$ cat config.mk
export PLATFORM = sky130hd
export DESIGN_NAME = burst_ramp_ctrl
export DESIGN_NICKNAME = d
export VERILOG_FILES = /design/src/rtl/burst_ramp_pkg.sv /design/src/rtl/burst_prescaler.sv /design/src/rtl/burst_stair_counter.sv /design/src/rtl/burst_fire_gate.sv /design/src/rtl/burst_ramp_ctrl.sv
export SDC_FILE = /design/constraint.sdc
export NUM_CORES = 1
export LEC_CHECK = 0
export BUFFER_PORTS_ARGS = -buffer_cell sky130_fd_sc_hd__buf_2
export CORE_AREA = 8 8 45 47
export CTS_CLUSTER_DIAMETER = 150
export DETAILED_ROUTE_END_ITERATION = 16
export DIE_AREA = 0 0 53 55
export PLACE_DENSITY = 0.65
export SKIP_LAST_GASP = 1
export SYNTH_ARGS = -nofsm -noshare
export SYNTH_HDL_FRONTEND = slang
export SYNTH_HIERARCHICAL = 1
export SYNTH_SLANG_ARGS = --single-unit
export TNS_END_PERCENT = 1
$ cat constraint.sdc
create_clock -name clk -period 4.1 [get_ports clk]
set_input_delay 0.41 -clock clk [delete_from_list [all_inputs] [get_ports clk]]
set_output_delay 0.41 -clock clk [all_outputs]
set_load 0.1 [all_outputs]
$ cat src/rtl/burst_ramp_pkg.sv
// Package: shared definitions for the staircase burst controller.
// Assumes: the staircase code width and the per-variant step lengths are
// fixed at elaboration time; only the variant choice is dynamic.
package burst_ramp_pkg;

    // Variant encoding carried on the long_sel pin.
    typedef enum logic {
        RAMP_SHORT = 1'b0,
        RAMP_LONG  = 1'b1
    } ramp_variant_e;

    // Default staircase geometry.
    localparam int DEF_CODE_W   = 4;
    localparam int DEF_SHORT_DIV = 2;
    localparam int DEF_LONG_DIV  = 4;

endpackage

$ cat src/rtl/burst_prescaler.sv
// Module: burst_prescaler
// Divides mains-cycle events into staircase step ticks. The division ratio
// is SHORT_DIV or LONG_DIV cycles, chosen by the variant input.
// Assumes: cyc_evt is a single-clock pulse; LONG_DIV >= SHORT_DIV >= 1.
// When the ratio shrinks mid-step, a count at or above the new limit wraps on
// the next event.
module burst_prescaler
    import burst_ramp_pkg::*;
#(
    parameter int SHORT_DIV = DEF_SHORT_DIV,
    parameter int LONG_DIV  = DEF_LONG_DIV
) (
    input  logic          clk,
    input  logic          rst_n,
    input  logic          cyc_evt,
    input  ramp_variant_e variant,
    output logic          step_tick
);
    localparam int PRE_W = (LONG_DIV > 1) ? $clog2(LONG_DIV) : 1;
    localparam logic [PRE_W-1:0] SHORT_LIM = PRE_W'(SHORT_DIV - 1);
    localparam logic [PRE_W-1:0] LONG_LIM  = PRE_W'(LONG_DIV - 1);

    logic [PRE_W-1:0] pre_q;
    logic [PRE_W-1:0] lim;
    logic             at_end;

    // Select the terminal count for the active variant.
    always_comb begin
        lim    = (variant == RAMP_LONG) ? LONG_LIM : SHORT_LIM;
        at_end = (pre_q >= lim);
    end

    // Count events within a step and restart once the step is complete.
    always_ff @(posedge clk) begin
        if (!rst_n) begin
            pre_q <= '0;
        end else if (cyc_evt) begin
            pre_q <= at_end ? '0 : pre_q + PRE_W'(1);
        end
    end

    // Emit the step tick on the event that completes a step.
    always_comb step_tick = cyc_evt && at_end;

    // A completed step always restarts the count at zero.
    p_restart_r9: assert property (@(posedge clk) disable iff (!rst_n)
        step_tick |=> (pre_q == '0));

    // The count moves only on a mains-cycle event.
    p_pre_hold_r8: assert property (@(posedge clk) disable iff (!rst_n)
        !cyc_evt |=> $stable(pre_q));

endmodule

$ cat src/rtl/burst_stair_counter.sv
// Module: burst_stair_counter
// Holds the staircase level and advances it by one per step tick, wrapping
// from the top level back to the first.
// Assumes: step_tick is at most one clock long per event.
module burst_stair_counter
    import burst_ramp_pkg::*;
#(
    parameter int CODE_W = DEF_CODE_W
) (
    input  logic              clk,
    input  logic              rst_n,
    input  logic              step_tick,
    output logic [CODE_W-1:0] code
);
    // Advance the level on each tick; natural overflow gives the wrap.
    always_ff @(posedge clk) begin
        if (!rst_n) begin
            code <= '0;
        end else if (step_tick) begin
            code <= code + CODE_W'(1);
        end
    end

    // Every tick moves exactly one level, including the top-to-zero wrap.
    p_step_inc_r4: assert property (@(posedge clk) disable iff (!rst_n)
        step_tick |=> (code == ($past(code) + CODE_W'(1))));

    // No tick, no movement.
    p_step_hold_r8: assert property (@(posedge clk) disable iff (!rst_n)
        !step_tick |=> $stable(code));

endmodule

$ cat src/rtl/burst_fire_gate.sv
// Module: burst_fire_gate
// Compares the staircase level with the setpoint once per mains cycle and
// holds the verdict for the whole cycle.
// Assumes: the setpoint is one bit wider than the code, so that values of
// 2**CODE_W and above enable every level.
module burst_fire_gate
    import burst_ramp_pkg::*;
#(
    parameter int CODE_W = DEF_CODE_W,
    parameter int SET_W  = CODE_W + 1
) (
    input  logic              clk,
    input  logic              rst_n,
    input  logic              cyc_evt,
    input  logic [CODE_W-1:0] code,
    input  logic [SET_W-1:0]  setpoint,
    output logic              fire_en
);
    localparam int FULL_LVL = 1 << CODE_W;

    logic allow;

    // Firing is allowed while the level is below the demand.
    always_comb allow = ({{(SET_W-CODE_W){1'b0}}, code} < setpoint);

    // Latch the verdict at the start of each mains cycle.
    always_ff @(posedge clk) begin
        if (!rst_n) begin
            fire_en <= 1'b0;
        end else if (cyc_evt) begin
            fire_en <= allow;
        end
    end

    // Zero demand never fires.
    p_never_fire_r6: assert property (@(posedge clk) disable iff (!rst_n)
        (cyc_evt && (setpoint == '0)) |=> !fire_en);

    // Full demand fires on every cycle.
    p_always_fire_r7: assert property (@(posedge clk) disable iff (!rst_n)
        (cyc_evt && (int'(setpoint) >= FULL_LVL)) |=> fire_en);

    // The verdict is frozen between events.
    p_fire_hold_r8: assert property (@(posedge clk) disable iff (!rst_n)
        !cyc_evt |=> $stable(fire_en));

endmodule

$ cat src/rtl/burst_ramp_ctrl.sv
// Module: burst_ramp_ctrl (top)
// Burst-firing power controller. Mains-cycle events drive a prescaler, which
// steps a staircase code. A per-cycle compare of that code against the
// setpoint gives a fire enable for a downstream gate-pulse stage.
// Assumes: cyc_evt is a clean, synchronized one-clock pulse per mains cycle.
// All state uses a synchronous active-low reset.
module burst_ramp_ctrl
    import burst_ramp_pkg::*;
#(
    parameter int CODE_W    = DEF_CODE_W,
    parameter int SHORT_DIV = DEF_SHORT_DIV,
    parameter int LONG_DIV  = DEF_LONG_DIV,
    parameter int SET_W     = CODE_W + 1
) (
    input  logic              clk,
    input  logic              rst_n,
    input  logic              cyc_evt,
    input  logic              long_sel,
    input  logic [SET_W-1:0]  setpoint,
    output logic              fire_en,
    output logic [CODE_W-1:0] ramp_step
);
    ramp_variant_e     variant;
    logic              step_tick;
    logic [CODE_W-1:0] code;

    // Map the variant pin onto the shared encoding.
    always_comb variant = ramp_variant_e'(long_sel);

    burst_prescaler #(
        .SHORT_DIV (SHORT_DIV),
        .LONG_DIV  (LONG_DIV)
    ) u_pre (
        .clk       (clk),
        .rst_n     (rst_n),
        .cyc_evt   (cyc_evt),
        .variant   (variant),
        .step_tick (step_tick)
    );

    burst_stair_counter #(
        .CODE_W (CODE_W)
    ) u_cnt (
        .clk       (clk),
        .rst_n     (rst_n),
        .step_tick (step_tick),
        .code      (code)
    );

    burst_fire_gate #(
        .CODE_W (CODE_W),
        .SET_W  (SET_W)
    ) u_gate (
        .clk      (clk),
        .rst_n    (rst_n),
        .cyc_evt  (cyc_evt),
        .code     (code),
        .setpoint (setpoint),
        .fire_en  (fire_en)
    );

    // Expose the staircase level.
    always_comb ramp_step = code;

    // A level advance happens only on an event edge.
    p_adv_on_evt_r8: assert property (@(posedge clk) disable iff (!rst_n)
        (ramp_step != $past(ramp_step)) |-> $past(cyc_evt));

endmodule

==> out/results.ini <==
[final_layout]
syn_to_final_growth_pct = 26.2
drive_above_1_share_pct = 30.0
post-route-util_pct = 38.8
final_common_cell = buf_2
stdcell_count = 76
final_cell_mix = buf_2 (13), dfxtp_1 (7), inv_1 (6), ha_1 (5)
final_nets = 75
diodes = 0

[grt]
grt_antenna_before_repair = 0
grt_pass1_vias = 363
grt_pass1_wl_um = 1500
grtUsageTotal_pct = 7.10
grt_max_degree = 10
overflow = 0

[timing]
setup_viol_count_final = 0
fin_tns_setup_ns = 0
worst_pin_slew_ns = 0.490
period_share_pct = 37.1
fmax_mhz = 658
drv_slew = 0
hold_violations = 0
relSlewSlack_pct = 67.5
finalCriticalPeriod_ns = 1.52
layout_setup_ws_ns = 2.58
rsz0062_at_grt = no
clock_skew_ns = 0.00630

[critical_path]
start_kind = flop
cp-end-kind = primary output
cp.arrival_ns = 1.11
cp_num_buf_inv = 1
crit_chain = buf_2
required_ns = 3.69
critPathKind = flop to primary output
slowest_stage = buf_2
path_delay_family = buffers and inverters
path_max_fanout = 5
worst_path_largest_cell_delay_ns = 0.46

[floorplanning]
core_um2 = 1380
die_w_um = 53
rows = 14
io_pins = 14
start_util_pct = 30.7
die-height_um = 55
dieArea_um2 = 2920

[pwr]
seqPwrFrac_pct = 44.2
power_frac_comb_pct = 19.1
p_clk_share_pct = 36.8
swShare_pct = 28.6
power.switching_mw = 0.0477
total_power_mw = 0.166
power.density_nw_per_um2 = 310
p_int_mw = 0.119
vdd_drop_max_mv = 0.131
power.leakage_nw = 0.305

[synthesis]
syn_avg_cell_area_um2 = 9.89
syn-num-nets = 57
syn_inst = 43
synth_cell_types = 22
ys_warn_count = 6
synth_seq_area_share_pct = 32.9
synth-seq-cells = 7
syn_area_um2 = 425

[clock_tree]
htreeDepth = 1
cts.sinks = 7
postCtsResizedCells = 0
clock-root-buffer = clkbuf_4
cts_tree = yes
cts_buffer_depth = 2
path_clk_slew_ns = 0.05
post-cts-setup-buffer-count = 0
clkLatencyLatePin_ns = 0.25
hold_buffers = 0
cts_buffers = 3

[worst_hold_path]
hp-class = input pin to flop

[detailed_routing]
viasPerCell = 4.63
wl_per_cell_um = 11.8
drc = 0
vias = 352
routed_wl_um = 900
drtPass1Iterations = 4
final_antenna_net_count = 0
drt_iter0_drc = 3

[placement]
place_congestion = 0.669
port_buffers = 13
dp_cells = 72
pre_cts_slack_ns = 2.46
dp_hpwl_um = 693

[run]
cap_violations = 0

[outcome]
status = finished, final reports clean

## power by group through the flow
stage	clock (mW)	sequential (mW)	combinational, mW
finish	0.0612	0.0736	0.0317
global route	0.0685	0.0743	0.0346
CTS	0.0650	0.0735	0.0320
detailed placement	0	0.0749	0.0318
global placement	0	0.0748	0.0316
floorplan	0	0.0867	0.0111
## cell type report
cell class	instances	area, um2
fill	140	847
multi-input combinational	30	263
sequential	7	140
timing repair buffer	13	65.1
clock buffer	4	26.3
inverter	6	22.5
tap	16	20.0
## synthesized netlist by cell type
master,number,area (um2)
dfxtp_1,7,140
inv_1,6,22.5
ha_1,5,62.6
nor2b_1,3,18.8
mux2i_1,2,20.0
o211a_1,2,20.0
o211ai_1,2,15.0
o21a_1,2,15.0
a21boi_0,1,7.51
a21oi_1,1,5.00
a221oi_2,1,15.0
and2_1,1,6.26
and3b_2,1,10.0
and4bb_1,1,12.5
nand2_1,1,3.75
nand3b_1,1,7.51
nand4_1,1,6.26
nor3b_1,1,7.51
o21ai_0,1,5.00
o2bb2ai_1,1,8.76
or2b_1,1,7.51
xor2_1,1,8.76
## metrics by stage
step | cell area (um2) | hold WS [ns]
3_5_place_dp | 510 | 0.499
2_1_floorplan | 425 | 0.497
5_1_grt | 537 | 0.485
6_report | 537 | 0.473
3_3_place_gp | 510 | 0.484
4_1_cts | 537 | 0.466
## cells by family (layout without fill, tap and decap cells)
family / count (synthesis) / count (layout) / share of synthesized area [%]
AND/OR/NAND/NOR: 11 / 11 / 18.8
adder cells (fa/ha/maj): 5 / 5 / 14.7
XOR/XNOR: 1 / 1 / 2.06
buffers and inverters: 6 / 23 / 5.29
flip-flops: 7 / 7 / 32.9
AO/OA/AOI/OAI: 11 / 11 / 21.5
multiplexers: 2 / 2 / 4.71
## worst register-to-register path, stage by stage (launching register included)
cell and delay, ns:
dfxtp_1 0.32, ha_1 0.28, a21oi_1 0.06, nor2b_1 0.32
a21boi_0 0.16, o21a_1 0.21
## state kept, by name, summed over array words and instances, names as in the netlist
register        count
u_pre/pre_q         2
u_gate/fire_en      1
u_cnt/code          4
## final timing paths
check,start,to,slack (ns),cells after the start
hold / removal,rst_n,u_pre/pre_q[1]$_SDFFE_PN0P_,0.47,2
setup / recovery,u_cnt/code[0]$_SDFFE_PN0P_,ramp_step[0],2.58,1
hold reg to reg,u_cnt/code[3]$_SDFFE_PN0P_,u_cnt/code[3]$_SDFFE_PN0P_,0.52,2
setup reg to reg,u_pre/pre_q[1]$_SDFFE_PN0P_,u_cnt/code[2]$_SDFFE_PN0P_,2.64,5
## layer usage
layer	wire length [um]	vias up	track usage, %	share of wire (%)
met2	400	10	12.5	44
met3	98	2	4.28	11
li1	-	191	-	-
met5	0	-	0	0
met1	392	149	6.69	44
met4	8	0	2.59	0.89
No activity file was read; power rests on OpenSTA's default activity.
